[src/rtl/tmr_pkg.sv]
package tmr_pkg;
    localparam int CW     = 8;
    localparam int NCH    = 2;
    localparam int NSEL   = 7;
    localparam int SEL_W  = 3;
    localparam int ST_W   = 3;
    localparam int ST_A   = 0;
    localparam int ST_B   = 1;
    localparam int ST_OVF = 2;

    localparam logic [2:0] OFF_CTRL = 3'd0;
    localparam logic [2:0] OFF_CNT  = 3'd1;
    localparam logic [2:0] OFF_CMPA = 3'd2;
    localparam logic [2:0] OFF_CMPB = 3'd3;
    localparam logic [2:0] OFF_STAT = 3'd4;

    // Divider tap width for each clock-select code.
    function automatic int tap_shift(input int idx);
        case (idx)
            0:       return 0;
            1:       return 1;
            2:       return 3;
            3:       return 5;
            4:       return 6;
            5:       return 10;
            default: return 13;
        endcase
    endfunction

    localparam int DIV_W = tap_shift(NSEL - 1);

    typedef struct packed {
        logic             chain;
        logic             trig_en;
        logic             clr_a;
        logic [SEL_W-1:0] sel;
    } ctrl_t;

    localparam int CTRL_W = $bits(ctrl_t);

    typedef struct packed {
        logic [CW-1:0]   cnt;
        logic [CW-1:0]   cmpa;
        logic [CW-1:0]   cmpb;
        ctrl_t           ctrl;
        logic [ST_W-1:0] stat;
        logic            wave;
        logic            trig;
    } chan_t;
endpackage

[src/rtl/tmr_divider.sv]
module tmr_divider
    import tmr_pkg::*;
#(
    parameter int DW = DIV_W
) (
    input  logic            clk_i,
    input  logic            rst_ni,
    output logic [NSEL-1:0] tap_o
);
    logic [DW-1:0] div_d, div_q;

    always_comb div_d = div_q + 1'b1;

    always_ff @(posedge clk_i or negedge rst_ni) begin
        if (!rst_ni) div_q <= '0;
        else         div_q <= div_d;
    end

    for (genvar i = 0; i < NSEL; i++) begin : g_tap
        localparam int K = tap_shift(i);
        if (K == 0) begin : g_full
            assign tap_o[i] = 1'b1;
        end else begin : g_div
            assign tap_o[i] = &div_q[K-1:0];
        end
    end


    half_rate_chk: assert property (@(posedge clk_i) disable iff (!rst_ni)
        tap_o[1] |=> !tap_o[1]);
endmodule

[src/rtl/tmr_edge_sync.sv]
module tmr_edge_sync (
    input  logic clk_i,
    input  logic rst_ni,
    input  logic ext_i,
    output logic rise_o
);
    logic [2:0] sh_d, sh_q;

    always_comb sh_d = {sh_q[1:0], ext_i};

    always_ff @(posedge clk_i or negedge rst_ni) begin
        if (!rst_ni) sh_q <= '0;
        else         sh_q <= sh_d;
    end

    assign rise_o = sh_q[1] & ~sh_q[2];


    single_rise_chk: assert property (@(posedge clk_i) disable iff (!rst_ni)
        rise_o |=> !rise_o);
endmodule

[src/rtl/tmr_dual.sv]
module tmr_dual
    import tmr_pkg::*;
(
    input  logic           clk_i,
    input  logic           rst_ni,
    input  logic           wr_en_i,
    input  logic [3:0]     addr_i,
    input  logic [CW-1:0]  wdata_i,
    output logic [CW-1:0]  rdata_o,
    input  logic [NCH-1:0] ext_clk_i,
    output logic [NCH-1:0] wave_o,
    output logic [NCH-1:0] adc_trig_o
);
    localparam logic [CW-1:0] CNT_MAX = '1;

    chan_t [NCH-1:0] s_d, s_q;

    logic [NSEL-1:0]   tap;
    logic [NCH-1:0]    ext_rise, tick, wr_cnt, hit_a, hit_b, clr, adv, wrap;
    logic              chain;
    logic [2*CW-1:0]   cnt16, cmpa16, cmpb16;
    logic [NSEL:0]     sel_src [NCH];

    tmr_divider u_div (
        .clk_i  (clk_i),
        .rst_ni (rst_ni),
        .tap_o  (tap)
    );

    for (genvar c = 0; c < NCH; c++) begin : g_ext
        tmr_edge_sync u_sync (
            .clk_i  (clk_i),
            .rst_ni (rst_ni),
            .ext_i  (ext_clk_i[c]),
            .rise_o (ext_rise[c])
        );
    end

    // Count enables and compare events
    always_comb begin
        chain  = s_q[0].ctrl.chain;
        cnt16  = {s_q[0].cnt,  s_q[1].cnt};
        cmpa16 = {s_q[0].cmpa, s_q[1].cmpa};
        cmpb16 = {s_q[0].cmpb, s_q[1].cmpb};
        for (int c = 0; c < NCH; c++) begin
            sel_src[c] = {ext_rise[c], tap};
            tick[c]    = sel_src[c][s_q[c].ctrl.sel];
            wr_cnt[c]  = wr_en_i && (addr_i[3] == 1'(c)) && (addr_i[2:0] == OFF_CNT);
        end
        hit_a[1] = !chain && tick[1] && (s_q[1].cnt == s_q[1].cmpa);
        hit_b[1] = !chain && tick[1] && (s_q[1].cnt == s_q[1].cmpb);
        if (chain) begin
            hit_a[0] = tick[1] && (cnt16 == cmpa16);
            hit_b[0] = tick[1] && (cnt16 == cmpb16);
        end else begin
            hit_a[0] = tick[0] && (s_q[0].cnt == s_q[0].cmpa);
            hit_b[0] = tick[0] && (s_q[0].cnt == s_q[0].cmpb);
        end
        clr[0]  = hit_a[0] && s_q[0].ctrl.clr_a;
        clr[1]  = chain ? clr[0] : (hit_a[1] && s_q[1].ctrl.clr_a);
        adv[1]  = tick[1];
        wrap[1] = adv[1] && (s_q[1].cnt == CNT_MAX) && !clr[1] && !wr_cnt[1];
        adv[0]  = chain ? wrap[1] : tick[0];
        wrap[0] = adv[0] && (s_q[0].cnt == CNT_MAX) && !clr[0] && !wr_cnt[0];
    end

    // Next state
    always_comb begin
        s_d = s_q;
        for (int c = 0; c < NCH; c++) begin
            s_d[c].trig = hit_a[c] && s_q[c].ctrl.trig_en;
            if (hit_a[c])      s_d[c].wave = 1'b1;
            else if (hit_b[c]) s_d[c].wave = 1'b0;

            if (wr_cnt[c])   s_d[c].cnt = wdata_i;
            else if (clr[c]) s_d[c].cnt = '0;
            else if (adv[c]) s_d[c].cnt = s_q[c].cnt + 1'b1;

            if (wr_en_i && (addr_i[3] == 1'(c))) begin
                case (addr_i[2:0])
                    OFF_CTRL: s_d[c].ctrl = ctrl_t'(wdata_i[CTRL_W-1:0]);
                    OFF_CMPA: s_d[c].cmpa = wdata_i;
                    OFF_CMPB: s_d[c].cmpb = wdata_i;
                    OFF_STAT: s_d[c].stat = s_q[c].stat & ~wdata_i[ST_W-1:0];
                    default:  ;
                endcase
            end
            if (hit_a[c]) s_d[c].stat[ST_A]   = 1'b1;
            if (hit_b[c]) s_d[c].stat[ST_B]   = 1'b1;
            if (wrap[c])  s_d[c].stat[ST_OVF] = 1'b1;
        end
    end

    always_ff @(posedge clk_i or negedge rst_ni) begin
        if (!rst_ni) begin
            for (int c = 0; c < NCH; c++) begin
                s_q[c]      <= '0;
                s_q[c].cmpa <= '1;
                s_q[c].cmpb <= '1;
            end
        end else begin
            s_q <= s_d;
        end
    end

    // Register read
    always_comb begin
        rdata_o = '0;
        case (addr_i[2:0])
            OFF_CTRL: rdata_o[CTRL_W-1:0] = s_q[addr_i[3]].ctrl;
            OFF_CNT:  rdata_o = s_q[addr_i[3]].cnt;
            OFF_CMPA: rdata_o = s_q[addr_i[3]].cmpa;
            OFF_CMPB: rdata_o = s_q[addr_i[3]].cmpb;
            OFF_STAT: rdata_o[ST_W-1:0] = s_q[addr_i[3]].stat;
            default:  rdata_o = '0;
        endcase
    end

    for (genvar c = 0; c < NCH; c++) begin : g_out
        assign wave_o[c]     = s_q[c].wave;
        assign adc_trig_o[c] = s_q[c].trig;
    end


    sticky_ovf_chk: assert property (@(posedge clk_i) disable iff (!rst_ni)
        $fell(s_q[1].stat[ST_OVF]) |->
            $past(wr_en_i && addr_i == {1'b1, OFF_STAT} && wdata_i[ST_OVF]));


    trig_flag_chk: assert property (@(posedge clk_i) disable iff (!rst_ni)
        adc_trig_o[0] |-> s_q[0].stat[ST_A]);


    chain_hold_chk: assert property (@(posedge clk_i) disable iff (!rst_ni)
        (chain && !wr_en_i && !s_q[0].ctrl.clr_a && s_q[1].cnt != CNT_MAX)
            |=> $stable(s_q[0].cnt));


    period_bound_chk: assert property (@(posedge clk_i) disable iff (!rst_ni)
        (!chain && s_q[1].ctrl.clr_a && s_q[1].cnt <= s_q[1].cmpa && !wr_en_i)
            |=> (s_q[1].cnt <= s_q[1].cmpa));


    wave_rise_chk: assert property (@(posedge clk_i) disable iff (!rst_ni)
        (!chain && $rose(wave_o[1])) |-> $past(s_q[1].cnt == s_q[1].cmpa));
endmodule

[config.mk]
export PLATFORM = sky130hd
export DESIGN_NAME = tmr_dual
export DESIGN_NICKNAME = d
export VERILOG_FILES = /design/src/rtl/tmr_pkg.sv /design/src/rtl/tmr_divider.sv /design/src/rtl/tmr_edge_sync.sv /design/src/rtl/tmr_dual.sv
export SDC_FILE = /design/constraint.sdc
export NUM_CORES = 1
export LEC_CHECK = 0
export BUFFER_PORTS_ARGS = -buffer_cell sky130_fd_sc_hd__buf_2
export CAP_MARGIN = 20
export CORE_AREA = 2 2 135 137
export DETAILED_ROUTE_END_ITERATION = 6
export DIE_AREA = 0 0 137 139
export PLACE_DENSITY_LB_ADDON = 0.2
export SYNTH_ARGS = -nofsm -noshare
export SYNTH_HDL_FRONTEND = slang
export SYNTH_HIERARCHICAL = 1
export SYNTH_SLANG_ARGS = --single-unit
[constraint.sdc]
create_clock -name clk_i -period 4 [get_ports clk_i]
set_input_delay 0.4 -clock clk_i [delete_from_list [all_inputs] [get_ports clk_i]]
set_output_delay 0.4 -clock clk_i [all_outputs]
set_load 0.005 [all_outputs]
After elaboration in Yosys (flattened, before gate mapping)
Cells that the tools add are included.
- register bits: 89
- bits in latches: 0
- RAM bits: 0
- bits in read-only memories: 0
- output and inout bits: 12
- memories: 0
- $add $sub $neg: 3
- multipliers: 0
- divide/modulo/power cells: 0
- $lt $le $gt $ge: 3
- equal/unequal tests: 12
- shifts and indexed selects: 0
- muxes and demuxes: 33
- bitwise operators: 8
- reduce and logical (&&, ||, !) cells: 60
- operator list (cell ; count):
    $mux 35 ; 2
    $mux 8 ; 6
    $eq 16x16->1 ; 2
    $eq 8x8->1 ; 4
    $reduce_bool 2->1 ; 14
    $reduce_and 2->1 ; 12
    $logic_and 1x1->1 ; 21
    $add 8x1->8 const B ; 2
    $eq 8x8->1 const B ; 2
    $mux 1 ; 16
    $pmux 3 s5 ; 1
    $add 13x1->13 const B ; 1
    $reduce_and 13->1 ; 1
    $mux 3 ; 4
    $pmux 3 s4 ; 1
    $reduce_and 10->1 ; 1
    $lt 3x4->1 const B ; 2
    $and 3x3->3 ; 2
    $bmux 1 s3 ; 2
    $eq 3x2->1 const B ; 2
    $pmux 2 s3 ; 1
    $reduce_and 6->1 ; 1
    $reduce_bool 3->1 ; 2
    $logic_not 1->1 ; 5
    9 further kinds ; 12

Depth between registers and ports, before layout
Gate-level depths: netlist of run 1.
- depth in word-level cells: 17
- mapped depth: 12

Modules after synthesis
Netlist of run 1, hierarchy kept.
- by module, submodules not included (module ; times used ; cells each ; area an instance (µm²) ; seq. area each (µm²)):
    tmr_dual ; 1 ; 419 ; 4409.2 ; 1791.7
    tmr_divider ; 1 ; 50 ; 601.8 ; 325.3
    tmr_edge_sync ; 2 ; 4 ; 88.8 ; 75.1

Worst setup path after synthesis of run 1
No wires, ideal clock.
- kind: reg-to-reg
- start point: register u_div.div_q[0]
- end point: register s_q (netlist bit cnt16[7])
- library setup time: 128 ps
- arrival: 2486 ps
- data required time: 3872 ps
- slack: 1386 ps
- cell stages (with the launch flop): 13
- buffers on the path: 2
- clock period less this slack: 2614 ps
- path through: dfrtp_1 -> ha_1 -> nand3_2 -> inv_1 -> ha_1 -> mux4_1 -> mux2_4 -> buf_6 -> or2_1 -> buf_6 -> a21oi_2 -> a31o_2 -> o21ai_2
- cells in the longest elaborated chain, start to end: 9
- RTL lines (what ; line ; RTL):
    from (decl) ; tmr_divider.sv:10 ; logic [DW-1:0] div_d, div_q;
    from (signal assigned) ; tmr_divider.sv:16 ; else div_q <= div_d;
    $reduce_and 5->1 * ; tmr_divider.sv:24 ; assign tap_o[i] = &div_q[K-1:0];
    via tap[3] ; tmr_dual.sv:18 ; logic [NSEL-1:0] tap;
    $bmux 1 s3 ; tmr_dual.sv:47 ; tick[c] = sel_src[c][s_q[c].ctrl.sel];
    $mux 1 (not written as such) ; tmr_dual.sv:47 ;
    $logic_and 1x1->1 (on tied branches) ; tmr_dual.sv:56, tmr_dual.sv:50, tmr_dual.sv:53 ;
    $mux 1 or $logic_and 1x1->1 (tied branches) ; tmr_dual.sv:52, tmr_dual.sv:50 ;
    $logic_and 1x1->1 (on tied branches) ; tmr_dual.sv:59, tmr_dual.sv:60 ;
    $mux 1 ; tmr_dual.sv:60 ; clr[1] = chain ? clr[0] : (hit_a[1] && s_q[1].ctrl.clr_a);
    $mux 8 ; tmr_dual.sv:76 ; else if (clr[c]) s_d[c].cnt = '0;
    $mux 8 ; tmr_dual.sv:75 ; if (wr_cnt[c]) s_d[c].cnt = wdata_i;
    to (decl) ; tmr_dual.sv:16 ; chan_t [NCH-1:0] s_d, s_q;
Mark *: on every way through the listed nets, which the timed path passes. The rest lies on a longest branch. The select of a mux whose other input is x is not followed.
A chain may end at the register's enable or synchronous reset.

Worst setup path in the final report of run 1
- start point: register u_div.div_q[0]
- end point: register s_q (netlist bit cnt16[8])
- cells in the longest elaborated chain, start to end: 12
- RTL lines (what ; line ; RTL):
    $reduce_and 13->1 * ; tmr_divider.sv:24 ;
    via tap[6] ; tmr_dual.sv:18 ;
    $bmux 1 s3 ; tmr_dual.sv:47 ;
    $mux 1 (not written as such) ; tmr_dual.sv:47 ;
    $logic_and 1x1->1 (on tied branches) ; tmr_dual.sv:56, tmr_dual.sv:50, tmr_dual.sv:53 ;
    $mux 1 or $logic_and 1x1->1 (tied branches) ; tmr_dual.sv:52, tmr_dual.sv:50 ;
    $logic_and 1x1->1 (on tied branches) ; tmr_dual.sv:59, tmr_dual.sv:60 ;
    $mux 1 ; tmr_dual.sv:60 ;
    $logic_not 1->1 ; tmr_dual.sv:62 ; wrap[1] = adv[1] && (s_q[1].cnt == CNT_MAX) && !clr[1] && !wr_cnt[1];
    $logic_and 1x1->1 (2 in a row) ; tmr_dual.sv:62 ;
    $mux 1 ; tmr_dual.sv:63 ; adv[0] = chain ? wrap[1] : tick[0];
    $reduce_bool 3->1 (no source line) ; -- ;
Marks and branches as above.

==> key figures, run 1 <==
Outcome
  – Status: finished clean

Finish
  – Share of cells above drive strength 1: 33.1%
  – Filler instances: about 1800
  – Final Net Count: approximately 500
  – Finished Cell Area: 0.00581 mm²
  – Most frequent cells in the layout: dfrtp_1 (57), mux2_2 (50), nand2_1 (43)
  – Commonest non-fill, non-tap cell in the layout: dfrtp_1
  – P&R area growth vs syn: 11.9%
  – Diode count: 0

Clock network
  – Clk buf depth: 2
  – CTS Buf Count: 9
  – Root Buffer: clkbuf_16
  – Setup bufs post-CTS: 0
  – Hold buffer count at CTS: 0
  – CTS tree: done
  – # H-tree levels: 3
  – Worst-Skew Late Latency: approximately 350 ps
  – # resized after CTS: 0
  – CTS sink cnt: a little under 90
  – Clock-pin slew on the worst setup and hold paths: 70 ps

Timing
  – Fin. max-slew vios: 0
  – Period utilisation layout: 74.1%
  – Max_slew headroom: around two fifths
  – Final setup TNS: 0 ps
  – Setup Skew: 9.37 ps
  – Worst Tran Pin Value: approximately 930 ps
  – Final setup violation count: 0
  – Final Worst Setup Slack: around 1000 ps
  – Tmin final: approximately 3000 ps
  – RSZ-0062 raised after global routing: false
  – Hold Fails Final Rpt: 0
  – F_max: 338 MHz

GRT
  – Met3 GRT Util: roughly 3.2%
  – GRT busiest layer: met1
  – Met1 usage: 23.3%
  – Number of global-route vias before repair: between 3000 and 4000
  – Largest net degree at the start of global routing: approximately 70
  – Total GRT Usage: 16.0%
  – Grt ovf: 0
  – Antenna violations before repair: 0
  – Met2 usage: 22.9%
  – First-pass GRT wire length: 22700 µm

Logic synthesis
  – Synth warn: 6
  – Synth Instances: around 480
  – Seq/Total Area, Yosys: between 40% and 50%
  – Syn Nets: 499
  – Netlist Area Pre-Place: 0.00519 mm²
  – Async SR Flop Fraction: between 90% and 100%
  – Largest cells by area after synthesis: dfrtp_1 (27%), dfstp_2 (16%), mux2_2 (11%)
  – Syn Area/Cell: roughly 11 µm²
  – Synth cell types: 63
  – Ys flop type: dfrtp_1
  – Register bit total from synthesis: 89
  – Synth top area share: a little over a quarter
  – Number of flops mapped to enable cells by yosys: 0
  – Cell taking the most area after synthesis: dfrtp_1

Worst setup path
  – WP data required: between 4000 and 5000 ps
  – Crit Path Category: reg -> reg
  – Worst-path fanout max: 11
  – CP Capture Type: flop
  – Critical Path AT: 3170 ps
  – Worst Reg2Reg Path Length in Cells: 10
  – CP Launch Type: flop

Floorplan
  – Row cnt: 49
  – Initial core utilization: approximately 29%
  – DIE AREA: approximately 0.019 mm²
  – Ports: 29
  – Die Height: 139 µm
  – Core ar.: 0.0177 mm²
  – Die width: 137 µm

Placement
  – Port Buffers: 28
  – Gpl congestion: 0.831
  – Place WS: slightly above 1000 ps
  – Detail Placement HPWL: 10100 µm
  – Cell Area, Placed: ~0.0055 mm²

Run
  – Max Cap Viol: 0

Power and ir drop
  – Worst VDD drop: 253 µV
  – Gate power share: between 20% and 30%
  – Switch share: 33.7%
  – Pwr/cell area: 593 mW/mm²
  – Part of the power in the clock network: 29.0%
  – Register share of total power: 44.0%
  – Net Sw Power: 1.16 mW
  – Internal: 2.29 mW
  – P_leak: 2.45 nW

Detailed routing
  – Post-route ant nets: 0
  – Initial DRC count: 253
  – Vias post-DR: 3728
  – DR WL/cell: between 20 and 25 µm
  – Final WL: roughly 14000 µm
  – Residual DRC: 0
  – DR pass1 iterations: 5
  – DR vias/cell: 5.21

Min path
  – Hold Path Depth: 1
  – Hold Path Class: in -> reg
==> registers in the layout, summed over array words and instances, names as in the netlist <==
signal and count:
adc_trig_o 2, cnt16 16, u_div/div_q 13, wave_o 2, cmpb16 16, chain 1
cmpa16 16, g_ext.u_sync/sh_q 6, s_q 17
==> kinds of logic (layout without fill, tap and decap cells) <==
logic type	after synthesis	count (layout)	synth area share, %
muxes	74	74	18.4
AOI/OAI and AO/OA	74	74	10.2
buffers and inverters	48	58	4.32
other	1	1	0.0723
adders and majority gates	5	5	1.21
and+or+nand+nor	144	144	15.0
DFF	89	89	43.7
xor gates and xnor gates	42	42	7.09
==> area by class of cell <==
class                   instances  area [µm²]  share of cell area (%)
clock inverters                 5         103                    1.77
well taps                     229         287                    4.93
clock buffers                  11         243                    4.18
flip-flops and latches         89        2270                    39.0
repair buffers                 32         173                    2.97
inverters                      10        37.5                   0.646
multi-input cells             340        2700                    46.5
==> through the flow <==
step / hold slack [ps] / cells / util [%] / total power [mW]
floorplan: 104 / 477 / - / 2.17
global placement: 333 / 700 / 30.9 / 2.44
detailed placement: 336 / 700 / 30.9 / 2.46
CTS: 142 / 716 / 32.9 / 3.47
global route: 143 / 716 / 32.9 / 3.66
finish: 153 / 716 / 32.9 / 3.45
==> routing by layer <==
layer | vias up | part of all wire (%)
li1 | 1721 | -
met1 | 1887 | 48
met2 | 98 | 45
met3 | 22 | 4.7
met4 | 0 | 2.5
met5 | - | 0
==> power by group through the flow <==
stage / Sequential [mW] / Combinational, mW / Clock (mW)
6_report: 1.52 / 0.933 / 0.998
2_1_floorplan: 1.31 / 0.860 / 0
4_1_cts: 1.51 / 0.937 / 1.03
3_3_place_gp: 1.52 / 0.922 / 0
5_1_grt: 1.56 / 1.04 / 1.07
3_5_place_dp: 1.52 / 0.933 / 0
==> cell usage after synthesis (5+ instances only) <==
| cell type | count |
|---|---|
| ha_1 | 5 |
| dfrtp_1 | 57 |
| nor2b_1 | 9 |
| o31ai_1 | 5 |
| o21ai_0 | 8 |
| a22oi_1 | 5 |
| mux2i_1 | 12 |
| buf_4 | 6 |
| inv_1 | 9 |
| mux4_2 | 9 |
| clkbuf_1 | 24 |
| dfstp_2 | 32 |
| xnor2_1 | 20 |
| nand4_1 | 8 |
| mux2_2 | 50 |
| nor3_1 | 5 |
| xor2_1 | 22 |
| a221oi_1 | 9 |
| and3_1 | 12 |
| nor4_1 | 5 |
| nand3_1 | 14 |
| buf_2 | 5 |
| nor2_1 | 22 |
| nand2_1 | 43 |
| a21oi_1 | 19 |
==> path summary, 6_finish.rpt <==
check                                                   from                                 to  slack, ps
setup / recovery                    u_div/div_q[0]$_DFF_PN0_               cnt16[8]$_DFFE_PN0P_       1040
hold / removal                                  ext_clk_i[0]  g_ext[0].u_sync/sh_q[0]$_DFF_PN0_        150
setup reg to reg                    u_div/div_q[0]$_DFF_PN0_               cnt16[8]$_DFFE_PN0P_       1040
hold reg to reg            g_ext[0].u_sync/sh_q[0]$_DFF_PN0_  g_ext[0].u_sync/sh_q[1]$_DFF_PN0_        350
max in group asynchronous                             rst_ni              cmpa16[2]$_DFFE_PN1P_       2920
min in group asynchronous                             rst_ni               cnt16[7]$_DFFE_PN0P_        190
==> critical path, cell delays in order, from the launching register on <==
cell and delay [ps]:
dfrtp_1 410, ha_1 210, nand3_2 160, nor4_4 310, and2_1 200, mux4_1 260
mux2_4 240, nand3_2 160, o21ba_2 290, o21ai_2 390, a221oi_1 180
No activity file was read; power rests on OpenSTA's default activity.
==> run 2, diff against run 1 <==
clock period = 2.82 ns   (was 4 ns; I/O delays follow)
==> key figures, run 2 (synthesized netlist as in run 1, its figures left out) <==
Timing
  – RSZ-0062 raised after global routing: true
  – Max_slew headroom: 56.2% (+18 points)
  – Setup Skew: 9.15 ps (-0.215 ps)
  – Worst Tran Pin Value: 657 ps (-269 ps)
  – F_max: 374 MHz (+11%)
  – Final setup TNS: 0 ps (unchanged)
  – Final setup violation count: 0 (unchanged)
  – Period utilisation layout: 94.9% (+21 points)
  – Hold Fails Final Rpt: 0 (unchanged)
  – Fin. max-slew vios: 0 (unchanged)
  – Tmin final: 2680 ps (-286 ps)

Floorplan
  – Initial core utilization: 29.4% (unchanged)
  – DIE AREA: 0.0190 mm² (unchanged)
  – Ports: 29 (unchanged)
  – Row cnt: 49 (unchanged)
  – Die width: 137 µm (unchanged)
  – Die Height: 139 µm (unchanged)
  – Core ar.: 0.0177 mm² (unchanged)

Power and ir drop
  – Register share of total power: 44.4% (+0.4 points)
  – Pwr/cell area: 795 mW/mm² (+34%)
  – Switch share: 35.2% (+1.5 points)
  – Internal: 3.07 mW (+34%)
  – Net Sw Power: 1.67 mW (+44%)
  – Worst VDD drop: 328 µV (+30%)
  – Gate power share: 30.9% (+3.8 points)
  – Part of the power in the clock network: 24.6% (-4.4 points)
  – P_leak: 2.52 nW (+3.0%)

Worst setup path
  – Worst-path fanout max: 8 (-3)
  – Worst path cell trace: ha_1 -> nand3_2 -> inv_1 -> ha_1 -> mux4_1 -> mux2_4 -> nand3_2 -> o21ba_2 -> o21ai_4 -> a221oi_1
  – Slowest Stage Delay on Critical Path: 500 ps (+90 ps)
  – Worst Reg2Reg Path Length in Cells: 10 (unchanged)
  – R2R Setup Slk: 140 ps (-890 ps)
  – Slowest CP cell: mux4_1
  – Launch point of the worst path: u_div/div_q[1]$_DFF_PN0_
  – Crit Path Category: reg -> reg
  – Reg2reg end: cnt16[8]$_DFFE_PN0P_
  – Crit path to: cnt16[8]$_DFFE_PN0P_
  – WP data required: 3070 ps (-1140 ps)
  – CP Launch Type: flop
  – Critical Path AT: 2930 ps (-240 ps)
  – FF-to-FF Start: u_div/div_q[1]$_DFF_PN0_
  – CP Capture Type: flop

Finish
  – Finished Cell Area: 0.00596 mm² (+2.6%)
  – Filler instances: 1807 (unchanged)
  – Diode count: 0 (unchanged)
  – Finished Layout Cells: 737 (+2.9%)
  – P&R area growth vs syn: 14.9%
  – Share of cells above drive strength 1: 35.8% (+2.8 points)
  – Reg with most FFs: s_q
  – Final Net Count: 525 (+4.2%)
  – Commonest non-fill, non-tap cell in the layout: dfrtp_1
  – Max FFs per register: 17 (unchanged)
  – Most frequent cells in the layout: dfrtp_1 (57), mux2_2 (50), nand2_1 (43)

Placement
  – Gpl congestion: 0.840 (+1.2%)
  – Cell Area, Placed: 0.00564 mm² (+3.2%)
  – Port Buffers: 28 (unchanged)
  – Placed insts: 720 (+2.9%)
  – Detail Placement HPWL: 10400 µm (+2.9%)

Detailed routing
  – Residual DRC: 0 (unchanged)
  – Vias post-DR: 3765 (+0.99%)
  – Final WL: 14300 µm (about the same)
  – DR pass1 iterations: 4 (-1)
  – DR vias/cell: 5.11 (-1.9%)
  – DR WL/cell: 19.5 µm (-2.8%)
  – Initial DRC count: 312 (+23%)
  – Post-route ant nets: 0 (unchanged)

Clock network
  – CTS sink cnt: 89 (unchanged)
  – CTS tree: done
  – CTS Buf Count: 9 (unchanged)
  – Clock-pin slew on the worst setup and hold paths: 70 ps (about the same)
  – Worst-Skew Late Latency: 350 ps (about the same)
  – Setup bufs post-CTS: 0 (unchanged)
  – # H-tree levels: 3 (unchanged)
  – Clk buf depth: 2 (unchanged)
  – Root Buffer: clkbuf_16

GRT
  – Grt ovf: 0 (unchanged)
  – Largest net degree at the start of global routing: 46 (-35%)
  – Antenna violations before repair: 0 (unchanged)
  – First-pass GRT wire length: 22800 µm (+0.67%)
  – Number of global-route vias before repair: 3904 (+6.1%)
  – Total GRT Usage: 16.0% (about the same)

Run
  – Max Cap Viol: 0 (unchanged)

Min path
  – Hold Path Class: in -> reg

Outcome
  – Status: finished clean
## run 2: cell types whose count changed in the layout (fill, tap and decap cells not counted), moves of 2 or more
cell,before,now
buf_12,0,2
bufinv_16,3,0
buf_4,5,23
clkinvlp_4,1,3
## run 2: area by class of cell
cell class	count	area [µm²]	share of cell area (%)
Multi-Input combinational cell	340	2730	45.7
Sequential cell	89	2270	38.0
Timing Repair Buffer	53	358	6.00
Tap cell	229	287	4.81
Clock buffer	12	256	4.30
Inverter	10	37.5	0.630
Clock inverter	4	27.5	0.462
## run 2: critical path, delay by kind of cell (launching register included)
kind	cells	cell delay (ps)
buffers and inverters	1	60
muxes	2	830
AOI/OAI and AO/OA	3	620
DFF	1	400
adders and majority gates	2	400
and+or+nand+nor	2	280
## run 2: worst min-delay path by stage
stage                                 startpoint                                 to  slack [ps]  cells after the start
2_1_floorplan                             rst_ni            adc_trig_o[0]$_DFF_PN0_         -10                      0
3_3_place_gp   g_ext[0].u_sync/sh_q[0]$_DFF_PN0_  g_ext[0].u_sync/sh_q[1]$_DFF_PN0_         330                      0
3_5_place_dp   g_ext[0].u_sync/sh_q[0]$_DFF_PN0_  g_ext[0].u_sync/sh_q[1]$_DFF_PN0_         340                      0
4_1_cts                             ext_clk_i[0]  g_ext[0].u_sync/sh_q[0]$_DFF_PN0_          20                      1
5_1_grt                             ext_clk_i[0]  g_ext[0].u_sync/sh_q[0]$_DFF_PN0_          20                      1
6_report                            ext_clk_i[0]  g_ext[0].u_sync/sh_q[0]$_DFF_PN0_          30                      1
## run 2: metal layers
metal / wire [µm] / part of all wire (%) / vias to the layer above / global-route usage [%]
met5: 0 / 0 / - / 0
met4: 278 / 1.9 / 0 / 5.59
met1: 6850 / 48 / 1906 / 22.9
met2: 6540 / 46 / 75 / 24.1
met3: 670 / 4.7 / 21 / 3.07
li1: - / - / 1763 / -
## run 2: timing repair
item	4_1_cts	5_1_grt
hold buffers	1	0
endpoints found under the setup margin	0	10
resized for setup	0	5
endpoints found under the hold margin	28	0
## run 2: per-stage QoR
stage | util, % | power, mW | hold WS (ps) | worst slack [ps]
6_report | 33.8 | 4.74 | 33.4 | 144
5_1_grt | 33.8 | 5.04 | 24.2 | -11.5
4_1_cts | 33.6 | 4.77 | 24.5 | 111
3_5_place_dp | 31.9 | 3.58 | 336 | 123
3_3_place_gp | 31.9 | 3.56 | 333 | 176
2_1_floorplan | - | 3.08 | -13.6 | 206
## run 2: power by group through the flow
stage / logic [mW] / clock network [mW] / registers, mW
6_report: 1.47 / 1.17 / 2.10
5_1_grt: 1.64 / 1.25 / 2.15
4_1_cts: 1.47 / 1.19 / 2.10
3_5_place_dp: 1.46 / 0 / 2.12
3_3_place_gp: 1.44 / 0 / 2.11
2_1_floorplan: 1.22 / 0 / 1.86
==> run 3, diff against run 2 <==
CORE_AREA = 2 2 121 153   (was 2 2 135 137)
DIE_AREA = 0 0 123 155   (was 0 0 137 139)
==> key figures, run 3 (synthesized netlist as in run 1, its figures left out) <==
Outcome
  – Status: finished clean

Power and ir drop
  – Switch share: 34.1% (-1.1 points)
  – Pwr/cell area: 811 mW/mm² (+2.0%)
  – Net Sw Power: 1.65 mW (-1.3%)
  – Worst VDD drop: 325 µV (-0.90%)
  – Gate power share: 31.0% (about the same)
  – Internal: 3.18 mW (+3.7%)
  – Power, Total: 4.83 mW (+1.9%)
  – Part of the power in the clock network: 25.7% (+1.1 points)
  – P_leak: 2.53 nW (+0.37%)
  – Register share of total power: 43.3% (-1.1 points)

Detailed routing
  – Final WL: 14100 µm (-1.7%)
  – Top layer in use: met4
  – DR WL met2: 7210 µm (+10%)
  – DR pass1 iterations: 4 (unchanged)
  – Residual DRC: 0 (unchanged)
  – DR vias/cell: 5.08 (-0.49%)
  – Initial DRC count: 187 (-40%)
  – DR WL/cell: 19.3 µm (-1.0%)
  – M1 WL: 6160 µm (-10%)
  – Post-route ant nets: 0 (unchanged)
  – Met3 wire length: 423 µm (-37%)
  – Vias post-DR: 3721 (-1.2%)

GRT
  – Total GRT Usage: 15.7% (-0.27 points)
  – First-pass GRT wire length: 22700 µm (-0.51%)
  – Largest net degree at the start of global routing: 73 (+59%)
  – Grt ovf: 0 (unchanged)
  – Antenna violations before repair: 0 (unchanged)
  – Number of global-route vias before repair: 3915 (+0.28%)

Clock network
  – Root Buffer: clkbuf_16
  – Clk buf depth: 2 (unchanged)
  – CTS tree: done
  – CTS Buf Count: 9 (unchanged)
  – Clock-pin slew on the worst setup and hold paths: 60 ps (about the same)
  – CTS sink cnt: 89 (unchanged)
  – # H-tree levels: 3 (unchanged)
  – Worst-Skew Late Latency: 340 ps (about the same)
  – Hold buffer count at CTS: 0 (-1)

Worst setup path
  – Worst-path fanout max: 8 (unchanged)
  – FF-to-FF Start: u_div/div_q[0]$_DFF_PN0_
  – Worst path cell trace: ha_1 -> nand3_2 -> inv_1 -> ha_1 -> mux4_1 -> mux2_4 -> nand3_4 -> o21ba_4 -> o21ai_4 -> a221oi_1
  – R2R Setup Slk: 140 ps (about the same)
  – CP Launch Type: flop
  – Slowest Stage Delay on Critical Path: 490 ps (about the same)
  – Crit-path leading delay family: multiplexers
  – Reg2reg end: cnt16[13]$_DFFE_PN0P_
  – Critical Path AT: 2910 ps (-20 ps)
  – Most frequent CP cell: ha_1
  – Slowest CP cell: mux4_1
  – Worst Reg2Reg Path Length in Cells: 10 (unchanged)
  – CP Capture Type: flop
  – Crit Path Category: reg -> reg
  – CP Buf/Inv Count: 1 (unchanged)
  – WP data required: 3050 ps (-20 ps)

Finish
  – Share of cells above drive strength 1: 35.7% (-0.11 points)
  – Commonest non-fill, non-tap cell in the layout: dfrtp_1
  – Reg with most FFs: s_q
  – Max FFs per register: 17 (unchanged)
  – Most frequent cells in the layout: dfrtp_1 (57), mux2_2 (50), nand2_1 (43)
  – Finished Layout Cells: 732 (-0.68%)
  – Finished Cell Area: 0.00595 mm² (about the same)
  – Diode count: 0 (unchanged)
  – P&R area growth vs syn: 14.8% (about the same)
  – Final Net Count: 521 (-0.76%)
  – Fin util: 33.5% (-0.21 points)

Timing
  – F_max: 373 MHz (about the same)
  – Max_slew headroom: 34.8% (-21 points)
  – Tmin final: 2680 ps (+2.55 ps)
  – Final Worst Setup Slack: 142 ps (-2.56 ps)
  – RSZ-0062 raised after global routing: true
  – Setup Skew: 6.03 ps (-3.12 ps)
  – Final setup violation count: 0 (unchanged)
  – Fin. max-slew vios: 0 (unchanged)
  – Worst Tran Pin Value: 978 ps (+321 ps)
  – Period utilisation layout: 95.0% (about the same)
  – Final setup TNS: 0 ps (unchanged)
  – Hold Fails Final Rpt: 0 (unchanged)
  – Worst hold slack: 52.2 ps (+18.8 ps)

Min path
  – WHS Endpoint: g_ext[0].u_sync/sh_q[0]$_DFF_PN0_
  – Hold Path Class: in -> reg
  – Hold_sp: ext_clk_i[0]
  – Hold Path Depth: 1 (unchanged)

Run
  – Max Cap Viol: 0 (unchanged)

Floorplan
  – Initial core utilization: 29.2% (-0.16 points)
  – Row cnt: 55 (+12%)
  – Die width: 123 µm (-10%)
  – Die Height: 155 µm (+12%)
  – Core ar.: 0.0178 mm² (+0.55%)
  – Ports: 29 (unchanged)
  – DIE AREA: 0.0191 mm² (+0.12%)

Placement
  – Place WS: -46.2 ps (-169 ps)
  – Detail Placement HPWL: 10300 µm (-1.3%)
  – Gpl congestion: 0.815 (-3.0%)
  – Placed insts: 714 (-0.83%)
  – Cell Area, Placed: 0.00557 mm² (-1.1%)
  – Port Buffers: 28 (unchanged)
-- run 3: changes by cell type in the layout (fill, tap and decap cells not counted), moves of 2 or more --
cell and delta:
clkbuf_1 +2, buf_12 -2, clkinvlp_4 -3, clkbuf_16 +2, a221oi_1 -2, a221oi_2 +2
-- run 3: worst register-to-register path, delay by kind of cell, from the launching register on --
family	cells	cell delay (ps)
AO/OA/AOI/OAI	3	590
adder cells (fa/ha/maj)	2	410
buffers and inverters	1	60
multiplexers	2	840
AND/OR/NAND/NOR	2	280
flip-flops	1	380
-- run 3: how the worst max path moves through the flow --
stage / from / end / depth (start not counted)
floorplan: u_div/div_q[0]$_DFF_PN0_ / cnt16[7]$_DFFE_PN0P_ / 12
global placement: u_div/div_q[1]$_DFF_PN0_ / cnt16[15]$_DFFE_PN0P_ / 10
detailed placement: u_div/div_q[1]$_DFF_PN0_ / cnt16[12]$_DFFE_PN0P_ / 10
CTS: u_div/div_q[1]$_DFF_PN0_ / cnt16[12]$_DFFE_PN0P_ / 10
global route: u_div/div_q[1]$_DFF_PN0_ / cnt16[15]$_DFFE_PN0P_ / 10
finish: u_div/div_q[0]$_DFF_PN0_ / cnt16[13]$_DFFE_PN0P_ / 10
-- run 3: cell type report --
cell class | count | area (µm²)
clock buffer | 16 | 314
sequential | 89 | 2270
inverter | 10 | 37.5
fill | 1838 | 11800
tap | 228 | 285
timing repair buffer | 49 | 300
multi-input combinational | 340 | 2750
-- run 3: metal layers --
metal	track usage, %	vias up
met1	20.5	1853
met3	1.83	25
li1	-	1747
met2	27.0	96
met5	0	-
met4	5.25	0
-- run 3: power groups by stage --
stage	combinational, mW	clock (mW)	sequential, mW
2_1_floorplan	1.22	0	1.86
3_3_place_gp	1.43	0	2.11
3_5_place_dp	1.45	0	2.11
4_1_cts	1.47	1.27	2.09
5_1_grt	1.64	1.33	2.15
6_report	1.50	1.24	2.09
-- run 3: timing repair --
item                       CTS  global route
setup buffers                0             2
setup endpoints to repair    8             9
pin swaps                    1             2
resized for setup            3             5
